<file path="src/rtl/dac_regif_pkg.sv">
`timescale 1ns/1ps
package dac_regif_pkg;

  // Staging register select values, taken from the low host address lines
  typedef enum logic [1:0] {
    SEL_A_LO = 2'b00,
    SEL_A_HI = 2'b01,
    SEL_B_LO = 2'b10,
    SEL_B_HI = 2'b11
  } stage_sel_e;

  // Bus strobes, all active low
  typedef struct packed {
    logic cs_n;
    logic wr_n;
    logic ld_n;
  } strobe_t;

  localparam strobe_t STROBE_IDLE = '{cs_n: 1'b1, wr_n: 1'b1, ld_n: 1'b1};

endpackage

</file>
<file path="src/rtl/dac_bus_sync.sv">
`timescale 1ns/1ps
module dac_bus_sync
  import dac_regif_pkg::*;
#(
  parameter int BUS_W  = 8,
  parameter int SEL_W  = 2,
  parameter int STAGES = 2
) (
  input  logic             clk,
  input  logic             rst_n,
  input  logic             cs_n,
  input  logic             wr_n,
  input  logic             load_n,
  input  logic [SEL_W-1:0] sel,
  input  logic [BUS_W-1:0] data,
  output logic             wr_evt,
  output logic             load_evt,
  output logic [SEL_W-1:0] sel_q,
  output logic [BUS_W-1:0] data_q
);

  localparam int PW    = SEL_W + BUS_W;
  localparam int DEPTH = STAGES + 1;

  strobe_t          s_pipe [DEPTH];
  logic [PW-1:0]    d_pipe [DEPTH];
  strobe_t          s_new, s_old;

  always_ff @(posedge clk or negedge rst_n) begin
    if (!rst_n) begin
      s_pipe[0] <= STROBE_IDLE;
      d_pipe[0] <= '0;
    end else begin
      s_pipe[0] <= '{cs_n: cs_n, wr_n: wr_n, ld_n: load_n};
      d_pipe[0] <= {sel, data};
    end
  end

  for (genvar i = 1; i < DEPTH; i++) begin : g_stage
    always_ff @(posedge clk or negedge rst_n) begin
      if (!rst_n) begin
        s_pipe[i] <= STROBE_IDLE;
        d_pipe[i] <= '0;
      end else begin
        s_pipe[i] <= s_pipe[i-1];
        d_pipe[i] <= d_pipe[i-1];
      end
    end
  end

  assign s_new = s_pipe[DEPTH-2];
  assign s_old = s_pipe[DEPTH-1];

  // The bus values come from the sample taken while the strobe was still low
  assign wr_evt   = !s_old.wr_n && s_new.wr_n && !s_old.cs_n;
  assign load_evt = !s_old.ld_n && s_new.ld_n;
  assign {sel_q, data_q} = d_pipe[DEPTH-1];

  // a load edge yields exactly one single-cycle event
  p_single_load_r7: assert property (@(posedge clk) disable iff (!rst_n)
    load_evt |=> !load_evt);

endmodule

</file>
<file path="src/rtl/dac_stage_bank.sv">
`timescale 1ns/1ps
module dac_stage_bank
  import dac_regif_pkg::*;
#(
  parameter int CODE_W = 12,
  parameter int BUS_W  = 8,
  parameter int NCH    = 2
) (
  input  logic                       clk,
  input  logic                       rst_n,
  input  logic                       wr_evt,
  input  logic [1:0]                 sel,
  input  logic [BUS_W-1:0]           data,
  output logic [NCH-1:0][CODE_W-1:0] staged
);

  localparam int HI_W = CODE_W - BUS_W;

  function automatic logic [CODE_W-1:0] put_low(input logic [CODE_W-1:0] cur,
                                                input logic [BUS_W-1:0]  b);
    return {cur[CODE_W-1:BUS_W], b};
  endfunction

  function automatic logic [CODE_W-1:0] put_high(input logic [CODE_W-1:0] cur,
                                                 input logic [HI_W-1:0]   nib);
    return {nib, cur[BUS_W-1:0]};
  endfunction

  logic [NCH-1:0] hit_lo, hit_hi;

  for (genvar ch = 0; ch < NCH; ch++) begin : g_ch
    localparam logic [1:0] LO_SEL = 2'(2 * ch);
    localparam logic [1:0] HI_SEL = 2'(2 * ch + 1);

    assign hit_lo[ch] = wr_evt && (sel == LO_SEL);
    assign hit_hi[ch] = wr_evt && (sel == HI_SEL);

    always_ff @(posedge clk or negedge rst_n) begin
      if (!rst_n)          staged[ch] <= '0;
      else if (hit_lo[ch]) staged[ch] <= put_low(staged[ch], data);
      else if (hit_hi[ch]) staged[ch] <= put_high(staged[ch], data[HI_W-1:0]);
    end

    // lower write captures the full data byte
    p_low_byte_r2: assert property (@(posedge clk) disable iff (!rst_n)
      hit_lo[ch] |=> staged[ch][BUS_W-1:0] == $past(data));

    // upper write captures only the low nibble into the top bits
    p_high_nibble_r3: assert property (@(posedge clk) disable iff (!rst_n)
      hit_hi[ch] |=> staged[ch][CODE_W-1:BUS_W] == $past(data[HI_W-1:0]));

    // upper write leaves the lower byte of the same channel alone
    p_high_keeps_low_r4: assert property (@(posedge clk) disable iff (!rst_n)
      hit_hi[ch] |=> staged[ch][BUS_W-1:0] == $past(staged[ch][BUS_W-1:0]));
  end

  // no recognised write, no staging change
  p_idle_stable_r5: assert property (@(posedge clk) disable iff (!rst_n)
    !wr_evt |=> staged == $past(staged));

endmodule

</file>
<file path="src/rtl/dac_output_stage.sv">
`timescale 1ns/1ps
module dac_output_stage #(
  parameter int CODE_W = 12,
  parameter int NCH    = 2
) (
  input  logic                       clk,
  input  logic                       rst_n,
  input  logic                       load_evt,
  input  logic [NCH-1:0][CODE_W-1:0] staged,
  output logic [NCH-1:0][CODE_W-1:0] codes
);

  for (genvar ch = 0; ch < NCH; ch++) begin : g_out
    always_ff @(posedge clk or negedge rst_n) begin
      if (!rst_n)        codes[ch] <= '0;
      else if (load_evt) codes[ch] <= staged[ch];
    end
  end

  // outputs move only on a load
  p_hold_without_load_r6: assert property (@(posedge clk) disable iff (!rst_n)
    !load_evt |=> codes == $past(codes));

  // a load takes the staging value present in its own cycle
  p_load_transfer_r7: assert property (@(posedge clk) disable iff (!rst_n)
    load_evt |=> codes == $past(staged));

endmodule

</file>
<file path="src/rtl/dual_dac_regif.sv">
`timescale 1ns/1ps
module dual_dac_regif
  import dac_regif_pkg::*;
#(
  parameter int CODE_W      = 12,
  parameter int BUS_W       = 8,
  parameter int SYNC_STAGES = 2
) (
  input  logic              clk,
  input  logic              rst_n,
  input  logic              cs_n,
  input  logic              wr_n,
  input  logic              load_n,
  input  logic [1:0]        sel,
  input  logic [BUS_W-1:0]  data,
  output logic [CODE_W-1:0] code_a,
  output logic [CODE_W-1:0] code_b
);

  localparam int NCH   = 2;
  localparam int SEL_W = 2;

  logic                       wr_evt, load_evt;
  logic [SEL_W-1:0]           sel_q;
  logic [BUS_W-1:0]           data_q;
  logic [NCH-1:0][CODE_W-1:0] staged;
  logic [NCH-1:0][CODE_W-1:0] codes;

  dac_bus_sync #(.BUS_W(BUS_W), .SEL_W(SEL_W), .STAGES(SYNC_STAGES)) i_sync (
    .clk(clk), .rst_n(rst_n), .cs_n(cs_n), .wr_n(wr_n), .load_n(load_n),
    .sel(sel), .data(data), .wr_evt(wr_evt), .load_evt(load_evt),
    .sel_q(sel_q), .data_q(data_q)
  );

  dac_stage_bank #(.CODE_W(CODE_W), .BUS_W(BUS_W), .NCH(NCH)) i_bank (
    .clk(clk), .rst_n(rst_n), .wr_evt(wr_evt), .sel(sel_q), .data(data_q),
    .staged(staged)
  );

  dac_output_stage #(.CODE_W(CODE_W), .NCH(NCH)) i_out (
    .clk(clk), .rst_n(rst_n), .load_evt(load_evt), .staged(staged),
    .codes(codes)
  );

  assign code_a = codes[0];
  assign code_b = codes[1];

  // writes aimed at channel A never touch channel B staging, and back
  p_a_write_spares_b_r4: assert property (@(posedge clk) disable iff (!rst_n)
    wr_evt && (sel_q == SEL_A_LO || sel_q == SEL_A_HI) |=> staged[1] == $past(staged[1]));
  p_b_write_spares_a_r4: assert property (@(posedge clk) disable iff (!rst_n)
    wr_evt && (sel_q == SEL_B_LO || sel_q == SEL_B_HI) |=> staged[0] == $past(staged[0]));

  // outputs are zero whenever reset is held
  always @(posedge clk) begin
    if (!rst_n) p_reset_zero_r1: assert (code_a == '0 && code_b == '0);
  end

endmodule

</file>
<file path="config.mk">
export PLATFORM = sky130hd
export DESIGN_NAME = dual_dac_regif
export DESIGN_NICKNAME = d
export VERILOG_FILES = /design/src/rtl/dac_regif_pkg.sv /design/src/rtl/dac_bus_sync.sv /design/src/rtl/dac_stage_bank.sv /design/src/rtl/dac_output_stage.sv /design/src/rtl/dual_dac_regif.sv
export SDC_FILE = /design/constraint.sdc
export NUM_CORES = 1
export LEC_CHECK = 0
export BUFFER_PORTS_ARGS = -buffer_cell sky130_fd_sc_hd__buf_2
export CORE_MARGIN = 2
export CORE_UTILIZATION = 55
export CTS_BUF_LIST = sky130_fd_sc_hd__clkbuf_2
export CTS_CLUSTER_SIZE = 8
export DETAILED_ROUTE_END_ITERATION = 10
export GPL_ROUTABILITY_DRIVEN = 0
export PLACE_DENSITY = 0.89
export SYNTH_ARGS = -nofsm -noshare
export SYNTH_HDL_FRONTEND = slang
export SYNTH_SLANG_ARGS = --single-unit
</file>
<file path="constraint.sdc">
create_clock -name clk -period 4.1 [get_ports clk]
set_input_delay 0.82 -clock clk [delete_from_list [all_inputs] [get_ports clk]]
set_output_delay 0.82 -clock clk [all_outputs]
set_load 0.03 [all_outputs]
</file>
==> flow_metrics.tcl, run 1 <==
set metrics [dict create \
    nets 205 \
    min_period_ns 2.02 \
    synth_area_leaders "dfrtp_1 70%, mux2_2 19%, dfstp_2 8.4%" \
    core_mm2 0.00482 \
    yosysMostFrequentCell "dfrtp_1" \
    cp.required_ns 4.49 \
    drive_gt1_frac 0.585 \
    area_delta_synth_final_pct 12.3 \
    ir_worst_vdd_v 0.000281 \
    tns_ns 0 \
    vias 1323 \
    avgRoutedWirePerCell_um 15.5 \
    slew_headroom 0.220 \
    hold_start "i_sync.d_pipe[25]" \
    r2r_cells 2 \
    synthCells 144 \
    synth_top_area_frac 0.697 \
    grt_pass1_wl_um 6730 \
    drt-total-wl_um 4060 \
    synth-seq-cells 87 \
    htreeDepth 3 \
    crit_path_cell_trace "nor2b_2 > mux2_2" \
    status "finished clean" \
    p_per_area_mw_per_mm2 579 \
    start_util 0.582 \
    yosysWarnings 0 \
    crit_arrival_ns 2.40 \
    worstHoldPathType "reg -> reg" \
    critPathMaxFanout 24 \
    finalClockSkew_ns 0.0255 \
    utilization 0.653 \
    leakage_nw 1.49 \
    slew_viol_final 0 \
    grt_max_degree 88 \
    cts_buffer_depth 2 \
    cap_viol_max_count 0 \
    slowest_delay_ns 0.92 \
    cts_sinks 87 \
    remaining_drc_errors 0 \
    dp_hpwl_um 2800 \
    whs_path_depth 0 \
    root_buffer "clkbuf_2" \
    ctsResizeCount 0 \
    synth-main-ff-cell "dfrtp_1" \
    yosysUniqueCellTypes 11 \
    grt_pass1_vias 1465 \
    die_area_mm2 0.00568 \
    reg2reg_from "i_sync.s_new[0]" \
    yosysTopAreaCell "dfrtp_1" \
    synthTopCellsByCount "78 x dfrtp_1, 48 x mux2_2, 9 x dfstp_2" \
    grt_overflow_total 0 \
    postCtsSetupBuffers 0 \
    ant_nets 0 \
    ys_seq_area_frac 0.781 \
    final-hold-violation-count 0 \
    viasPerCell 5.05 \
    cts_tree "yes" \
    path_class "reg -> reg" \
    antenna_found_initial 0 \
    rsz0062_at_grt "no" \
    max_slew.worst_pin.slew_ns 1.17 \
    async_flop_share 1.00 \
    grt_use_total 0.169 \
    cpMaxStageDelayCell "nor2b_2" \
    nFillCells 359 \
    row_count 25 \
    die_w_um 75.4 \
    syn_area_per_cell_um2 19.5 \
    cts.clk_slew.worst_paths_ns 0.19 \
    r2r_slack_ns 2.08 \
    drt-initial-drc-count 58 \
    die_h_um 75.4 \
    synth_edf_count 0 \
    min_to "i_sync.d_pipe[15]" \
    period_share 0.492 \
    drt_pass1_iterations 4 \
    synth_area_mm2 0.00280 \
    cp-end-kind "flop" \
    cts_hold_buf 0 \
    diodes 0 \
    clk_latency_ns 0.49 \
    pin_count 39 \
    setup_viol 0 \
    rr_endpoint "i_out.codes[15]" \
    fmax_mhz 496 \
    numPortBuffers 38 \
    cts_buffers 9 \
    synth_fp_nets 159 \
    cp-start-kind "flop" \
]
where the power goes:
| group | switching (mW) | leakage (nW) | total (mW) | internal [mW] |
|---|---|---|---|---|
| Clock | 0.242 | 0.0662 | 0.337 | 0.0951 |
| Combinational | 0.243 | 0.387 | 0.398 | 0.156 |
| Sequential | 0.0759 | 1.03 | 1.09 | 1.01 |
| Total | 0.560 | 1.49 | 1.82 | 1.26 |
cell usage in the layout, fill, tap and decap left out:
cell,n
and3b_1,1
buf_2,37
buf_4,1
clkbuf_2,15
clkinv_2,1
dfrtp_1,78
dfstp_2,9
mux2_2,48
nand3_1,1
nand3b_1,1
nor2b_2,1
nor3b_2,1
nor3b_4,1
flip-flops by register name, indices dropped and copies added, names as in the netlist:
signal and cells:
i_sync.s_new 3, i_sync.s_pipe 3, i_sync.sel_q 2, i_bank.staged 24
i_sync.s_old 3, i_out.codes 24, i_sync.data_q 8, i_sync.d_pipe 20
kinds of logic after synthesis:
logic type | Yosys count | synth area share
flops | 87 | 0.781
mux | 48 | 0.193
simple gates | 6 | 0.0210
buf+inv | 3 | 0.00491
through the flow:
step / hold WS [ns] / instance area, µm² / setup WS [ns] / total power [mW] / std cells
final: 0.366 / 3150 / 2.08 / 1.82 / 262
after global routing: 0.367 / 3150 / 1.99 / 1.92 / 262
after CTS: 0.370 / 3150 / 2.06 / 1.84 / 262
after detailed placement: 0.335 / 3070 / 2.09 / 1.51 / 246
after global placement: 0.332 / 3070 / 2.20 / 1.48 / 246
after floorplan: 0.331 / 2800 / 2.52 / 1.36 / 144
worst max-delay path by stage:
stage,start,to,cells past startpoint
after floorplan,i_sync.s_new[1],i_bank.staged[0],3
after global placement,i_sync.s_new[0],i_out.codes[21],2
after detailed placement,i_sync.s_new[0],i_out.codes[18],2
after CTS,i_sync.s_new[0],i_out.codes[18],2
after global routing,i_sync.s_new[0],i_out.codes[11],2
final,i_sync.s_new[0],i_out.codes[15],2
cell type report:
type	instances	area (µm²)	share of cell area
clock buffer	15	75.1	0.0239
timing repair buffer	38	193	0.0612
multi-input combinational	54	602	0.191
clock inverter	1	5.00	0.00159
sequential	87	2190	0.695
tap	67	83.8	0.0266
per-layer routing:
| metal | vias to the layer above | global-route usage | part of all wire |
|---|---|---|---|
| li1 | 594 | - | - |
| met1 | 689 | 0.205 | 0.41 |
| met2 | 29 | 0.267 | 0.53 |
| met3 | 11 | 0.0370 | 0.040 |
| met4 | 0 | 0.125 | 0.027 |
| met5 | - | 0 | 0 |
worst max-delay path: cells and delay by family (launching register included):
family	cells	cell delay, ns
simple gates	1	0.92
mux	1	0.43
flops	1	0.57
Power figures use the tool's default switching activity.
==> inputs of run 2 (changes only) <==
clock period = 1.96 ns   (was 4.1 ns; I/O delays follow)
==> run 2 against run 1 <==
Against the previous run:
- count of clock-buffer cells in the layout shrank 6
- die area is the same
- fmax grew 13%
- via count grew 4.3%
- critical path type unchanged
==> flow_metrics.tcl, run 2 (synthesis results as in run 1) <==
set metrics [dict create \
    dp_hpwl_um 2940 \
    drive_gt1_frac 0.547 \
    slew_viol_final 0 \
    clk_latency_ns 0.49 \
    viasPerCell 4.95 \
    cpMaxStageDelayCell "dfstp_2" \
    cts_buffer_depth 2 \
    grt_util_met2 0.286 \
    grtUsageMet3 0.0344 \
    antenna_found_initial 0 \
    final_cell_mix "78 x dfrtp_1, 48 x mux2_2, 37 x buf_2, 14 x dlygate4sd3_1" \
    crit_path_cell_trace "nor3b_2 > nor3b_4 > mux2_2" \
    path_class "reg -> reg" \
    area_delta_synth_final_pct 23.0 \
    die_w_um 75.4 \
    remaining_drc_errors 0 \
    grt_overflow_total 0 \
    avgRoutedWirePerCell_um 15.1 \
    grt_pass1_wl_um 7200 \
    worstHoldPathType "reg -> reg" \
    root_buffer "clkbuf_2" \
    drt_pass1_iterations 4 \
    setup_viol 0 \
    fmax_mhz 561 \
    cts.clk_slew.worst_paths_ns 0.20 \
    period_share 0.909 \
    grt_max_degree 38 \
    drt-initial-drc-count 52 \
    endpoint "i_bank.staged[7]" \
    finalClockSkew_ns 0.0186 \
    leakage_nw 1.61 \
    start_util 0.582 \
    status "finished clean" \
    reg2reg_from "i_sync.s_new[1]" \
    cts_tree "yes" \
    vias 1380 \
    ir_worst_vdd_v 0.000843 \
    grt_use_total 0.180 \
    rsz0062_at_grt "no" \
    row_count 25 \
    crit_arrival_ns 2.17 \
    r2r_slack_ns 0.18 \
    tns_ns 0 \
    max_slew.worst_pin.slew_ns 0.482 \
    slowest_delay_ns 0.57 \
    cts_buffers 9 \
    drt-total-wl_um 4210 \
    critPathMaxFanout 8 \
    ant_nets 0 \
    grt_pass1_vias 1572 \
    htreeDepth 3 \
    nets 222 \
    die_h_um 75.4 \
    pin_count 39 \
    cap_viol_max_count 0 \
    crit_start "i_sync.s_new[1]" \
    slew_headroom 0.678 \
    rr_endpoint "i_bank.staged[7]" \
    mostFrequentLayoutCell "dfrtp_1" \
    top_usage_layer "met2" \
    final-hold-violation-count 0 \
    top_regs "i_bank.staged x24, i_out.codes x24, i_sync.d_pipe x20" \
    whs_ns 0.365 \
    ctsResizeCount 0 \
    cts_hold_buf 14 \
    die_area_mm2 0.00568 \
    cp-start-kind "flop" \
    postCtsSetupBuffers 0 \
    cp.depth 3 \
    cts_sinks 87 \
    cp-end-kind "flop" \
    min_period_ns 1.78 \
    use_met1 0.228 \
    cpLargestDelayFamily "simple AND/OR/NAND/NOR gates" \
    numPortBuffers 38 \
    p_per_area_mw_per_mm2 1300 \
    core_mm2 0.00482 \
    r2r_cells 3 \
    diodes 0 \
    critPathBufInv 0 \
    cp.required_ns 2.35 \
]
## run 2: changes by cell type in the layout (fill, tap and decap cells not counted)
| cell | previous run | this run |
|---|---|---|
| buf_12 | 0 | 1 |
| buf_4 | 1 | 3 |
| bufinv_16 | 0 | 5 |
| clkbuf_2 | 15 | 9 |
| clkinv_1 | 0 | 1 |
| dlygate4sd3_1 | 0 | 14 |
## run 2: layout make-up
cell class,count,area (µm²)
Clock buffer,9,45.0
Clock inverter,7,159
Fill cell,301,1370
Multi-Input combinational cell,54,602
Sequential cell,87,2190
Tap cell,67,83.8
Timing Repair Buffer,55,368
## run 2: where the power goes
| group | leakage [nW] | total, mW | internal (mW) | switching, mW |
|---|---|---|---|---|
| logic | 0.465 | 0.866 | 0.350 | 0.516 |
| clock network | 0.114 | 1.34 | 0.800 | 0.540 |
| registers | 1.03 | 2.27 | 2.11 | 0.157 |
| total | 1.61 | 4.47 | 3.26 | 1.21 |
## run 2: per-layer routing
layer	share of wire	wire, µm
met1	0.43	1790
met4	0.021	89
met5	0	0
met3	0.032	133
met2	0.52	2190
## run 2: worst min-delay path by stage
stage | start | to | slack (ns) | cells past startpoint
6_report | i_sync.s_new[2] | i_sync.s_old[2] | 0.36 | 0
5_1_grt | rst_n | i_sync.d_pipe[24] | 0.38 | 2
4_1_cts | rst_n | i_bank.staged[23] | 0.35 | 2
3_5_place_dp | i_sync.d_pipe[28] | i_sync.d_pipe[18] | 0.33 | 0
3_3_place_gp | i_sync.d_pipe[17] | i_sync.data_q[7] | 0.33 | 0
2_1_floorplan | rst_n | i_bank.staged[0] | 0.1 | 0
## run 2: through the flow
step / area, µm² / setup slack, ns / utilization / total power [mW] / instances
after floorplan: 2800 / 0.385 / - / 2.85 / 144
after global placement: 3100 / 0.319 / 0.644 / 3.11 / 249
after detailed placement: 3100 / 0.191 / 0.644 / 3.17 / 249
after CTS: 3450 / 0.173 / 0.715 / 4.52 / 279
after global routing: 3450 / 0.0732 / 0.715 / 4.67 / 279
final: 3450 / 0.179 / 0.715 / 4.47 / 279
==> inputs of run 3 (changes only) <==
ABC_AREA = 1   (was default)
GPL_ROUTABILITY_DRIVEN = default   (was 0)
==> run 3 against run 2 <==
Against the previous run:
- worst hold slack better by 0.0028 ns
- synthesized cell count is 78% higher
- register-to-register slack better by 0.36 ns
- critical path type is now reg -> out
==> flow_metrics.tcl, run 3 <==
set metrics [dict create \
    status "finished clean" \
    ys_seq_area_frac 0.733 \
    numPortBuffers 38 \
    mostFrequentLayoutCell "nand2_1" \
    finalClockSkew_ns 0.0197 \
    clk_latency_ns 0.52 \
    nFillCells 372 \
    hold_start "i_sync.s_pipe[7]" \
    diodes 0 \
    synth_area_mm2 0.00299 \
    htreeDepth 3 \
    postCtsSetupBuffers 0 \
    cp-start-kind "flop" \
    cp-end-kind "output pin" \
    final_cell_mix "98 x nand2_1, 78 x dfrtp_1, 37 x buf_2, 26 x nand3_1, 24 x nand4_1" \
    start_util 0.577 \
    critPathBufInv 1 \
    yosysTopAreaCell "dfrtp_1" \
    tns_ns 0 \
    pin_count 39 \
    antenna_found_initial 0 \
    min_period_ns 1.54 \
    cp.required_ns 1.57 \
    final-hold-violation-count 0 \
    leakage_nw 1.82 \
    reg2reg_from "i_sync.s_new[1]" \
    ir_worst_vdd_v 0.000538 \
    synthXorXnorAreaFrac 0 \
    cpMaxStageDelayCell "dfrtp_1" \
    yosysUniqueCellTypes 13 \
    critPathMaxFanout 2 \
    slowest_delay_ns 0.44 \
    period_share 0.783 \
    nets 327 \
    die_w_um 77.7 \
    path_class "reg -> out" \
    ant_nets 0 \
    avgRoutedWirePerCell_um 13.5 \
    row_count 26 \
    syn_area_per_cell_um2 11.6 \
    core_mm2 0.00517 \
    cts.clk_slew.worst_paths_ns 0.22 \
    pre_cts_ws_ns 0.558 \
    die_h_um 77.7 \
    grt_max_degree 54 \
    viasPerCell 5.13 \
    cts_sinks 87 \
    drt-initial-drc-count 143 \
    drt-total-wl_um 5230 \
    top_regs "i_bank.staged x24, i_out.codes x24, i_sync.d_pipe x20" \
    vias 1987 \
    p_per_area_mw_per_mm2 1050 \
    cts_buffer_depth 2 \
    drive_gt1_frac 0.224 \
    cts_tree "yes" \
    synth_top_area_frac 0.654 \
    synth_area_leaders "dfrtp_1 65%, nand2_1 12%, dfstp_2 7.9%" \
    max_slew.worst_pin.slew_ns 0.696 \
    crit_arrival_ns 1.14 \
    cpLargestDelayFamily "flip-flops" \
    cts_buffers 9 \
    setup_viol 0 \
    yosysMostFrequentCell "nand2_1" \
    muxShareOfSynthArea 0 \
    ctsResizeCount 0 \
    synthTopCellsByCount "98 x nand2_1, 78 x dfrtp_1, 26 x nand3_1" \
    synth_fp_nets 272 \
    grt_pass1_wl_um 8980 \
    synth_top_family_by_area "simple AND/OR/NAND/NOR gates" \
    grt_pass1_vias 1949 \
    crit_path_cell_trace "buf_2" \
    drt_pass1_iterations 4 \
    grt_overflow_total 0 \
    cap_viol_max_count 0 \
    async_flop_share 1.00 \
    worstHoldPathType "reg -> reg" \
    synth-main-ff-cell "dfrtp_1" \
    grt_use_total 0.199 \
    gp_congestion 0.832 \
    root_buffer "clkbuf_2" \
    fmax_mhz 651 \
    synth_edf_count 0 \
    slew_viol_final 0 \
    synthCells 257 \
    synthSimpleGateAreaFrac 0.241 \
    crit_start "i_out.codes[10]" \
    die_area_mm2 0.00603 \
    rsz0062_at_grt "no" \
    area_delta_synth_final_pct 17.0 \
    remaining_drc_errors 0 \
    synth-seq-cells 87 \
    setup_ws_ns 0.425 \
    slew_headroom 0.535 \
    synth-compound-area-share 0 \
    dp_hpwl_um 3380 \
    synthAdderAreaFrac 0 \
    yosysWarnings 0 \
]
==> run 3: logic make-up after synthesis <==
| kind of cell | count (synthesis) |
|---|---|
| and+or+nand+nor | 154 |
| DFF | 87 |
| buffers and inverters | 16 |
==> run 3: final timing paths <==
check	slack (ns)	depth (start not counted)	endpoint
worst max register to register	0.54	3	i_bank.staged[21]
max in group asynchronous	0.93	3	i_out.codes[14]
worst max-delay path	0.42	1	code_a[10]
worst min-delay path	0.37	0	i_sync.s_new[1]
worst min register to register	0.37	0	i_sync.s_new[1]
min in group asynchronous	0.41	2	i_out.codes[8]
==> run 3: metal layers <==
metal,track usage,routed length [µm]
met1,0.242,2150
met2,0.332,2700
met3,0.0453,241
met4,0.107,142
met5,0,0
==> run 3: repair_timing <==
item                                    CTS  global route
hold buffers                             14             0
hold endpoints to repair                 55             0
endpoints found under the setup margin    0             0
==> run 3: metrics by stage <==
step / std cells / area (µm²) / utilization / hold slack [ns] / total power, mW
floorplan: 257 / 2990 / - / 0.0964 / 2.60
global placement: 357 / 3240 / 0.627 / 0.332 / 2.79
detailed placement: 357 / 3240 / 0.627 / 0.335 / 2.83
CTS: 387 / 3490 / 0.675 / 0.369 / 3.68
global route: 387 / 3490 / 0.675 / 0.377 / 3.85
finish: 387 / 3490 / 0.675 / 0.367 / 3.66
==> run 3: area by class of cell <==
type	instances	area, µm²	share of cell area
timing repair buffer	56	375	0.107
tap	70	87.6	0.0251
clock buffer	9	45.0	0.0129
clock inverter	7	63.8	0.0183
sequential	87	2190	0.626
multi-input combinational	154	718	0.206
inverter	4	15.0	0.00430
==> run 3: report_power, final <==
part / internal [mW] / total, mW / switching, mW / leakage, nW
clock: 0.284 / 0.846 / 0.563 / 0.0667
sequential: 2.04 / 2.19 / 0.144 / 1.06
combinational: 0.194 / 0.625 / 0.431 / 0.692
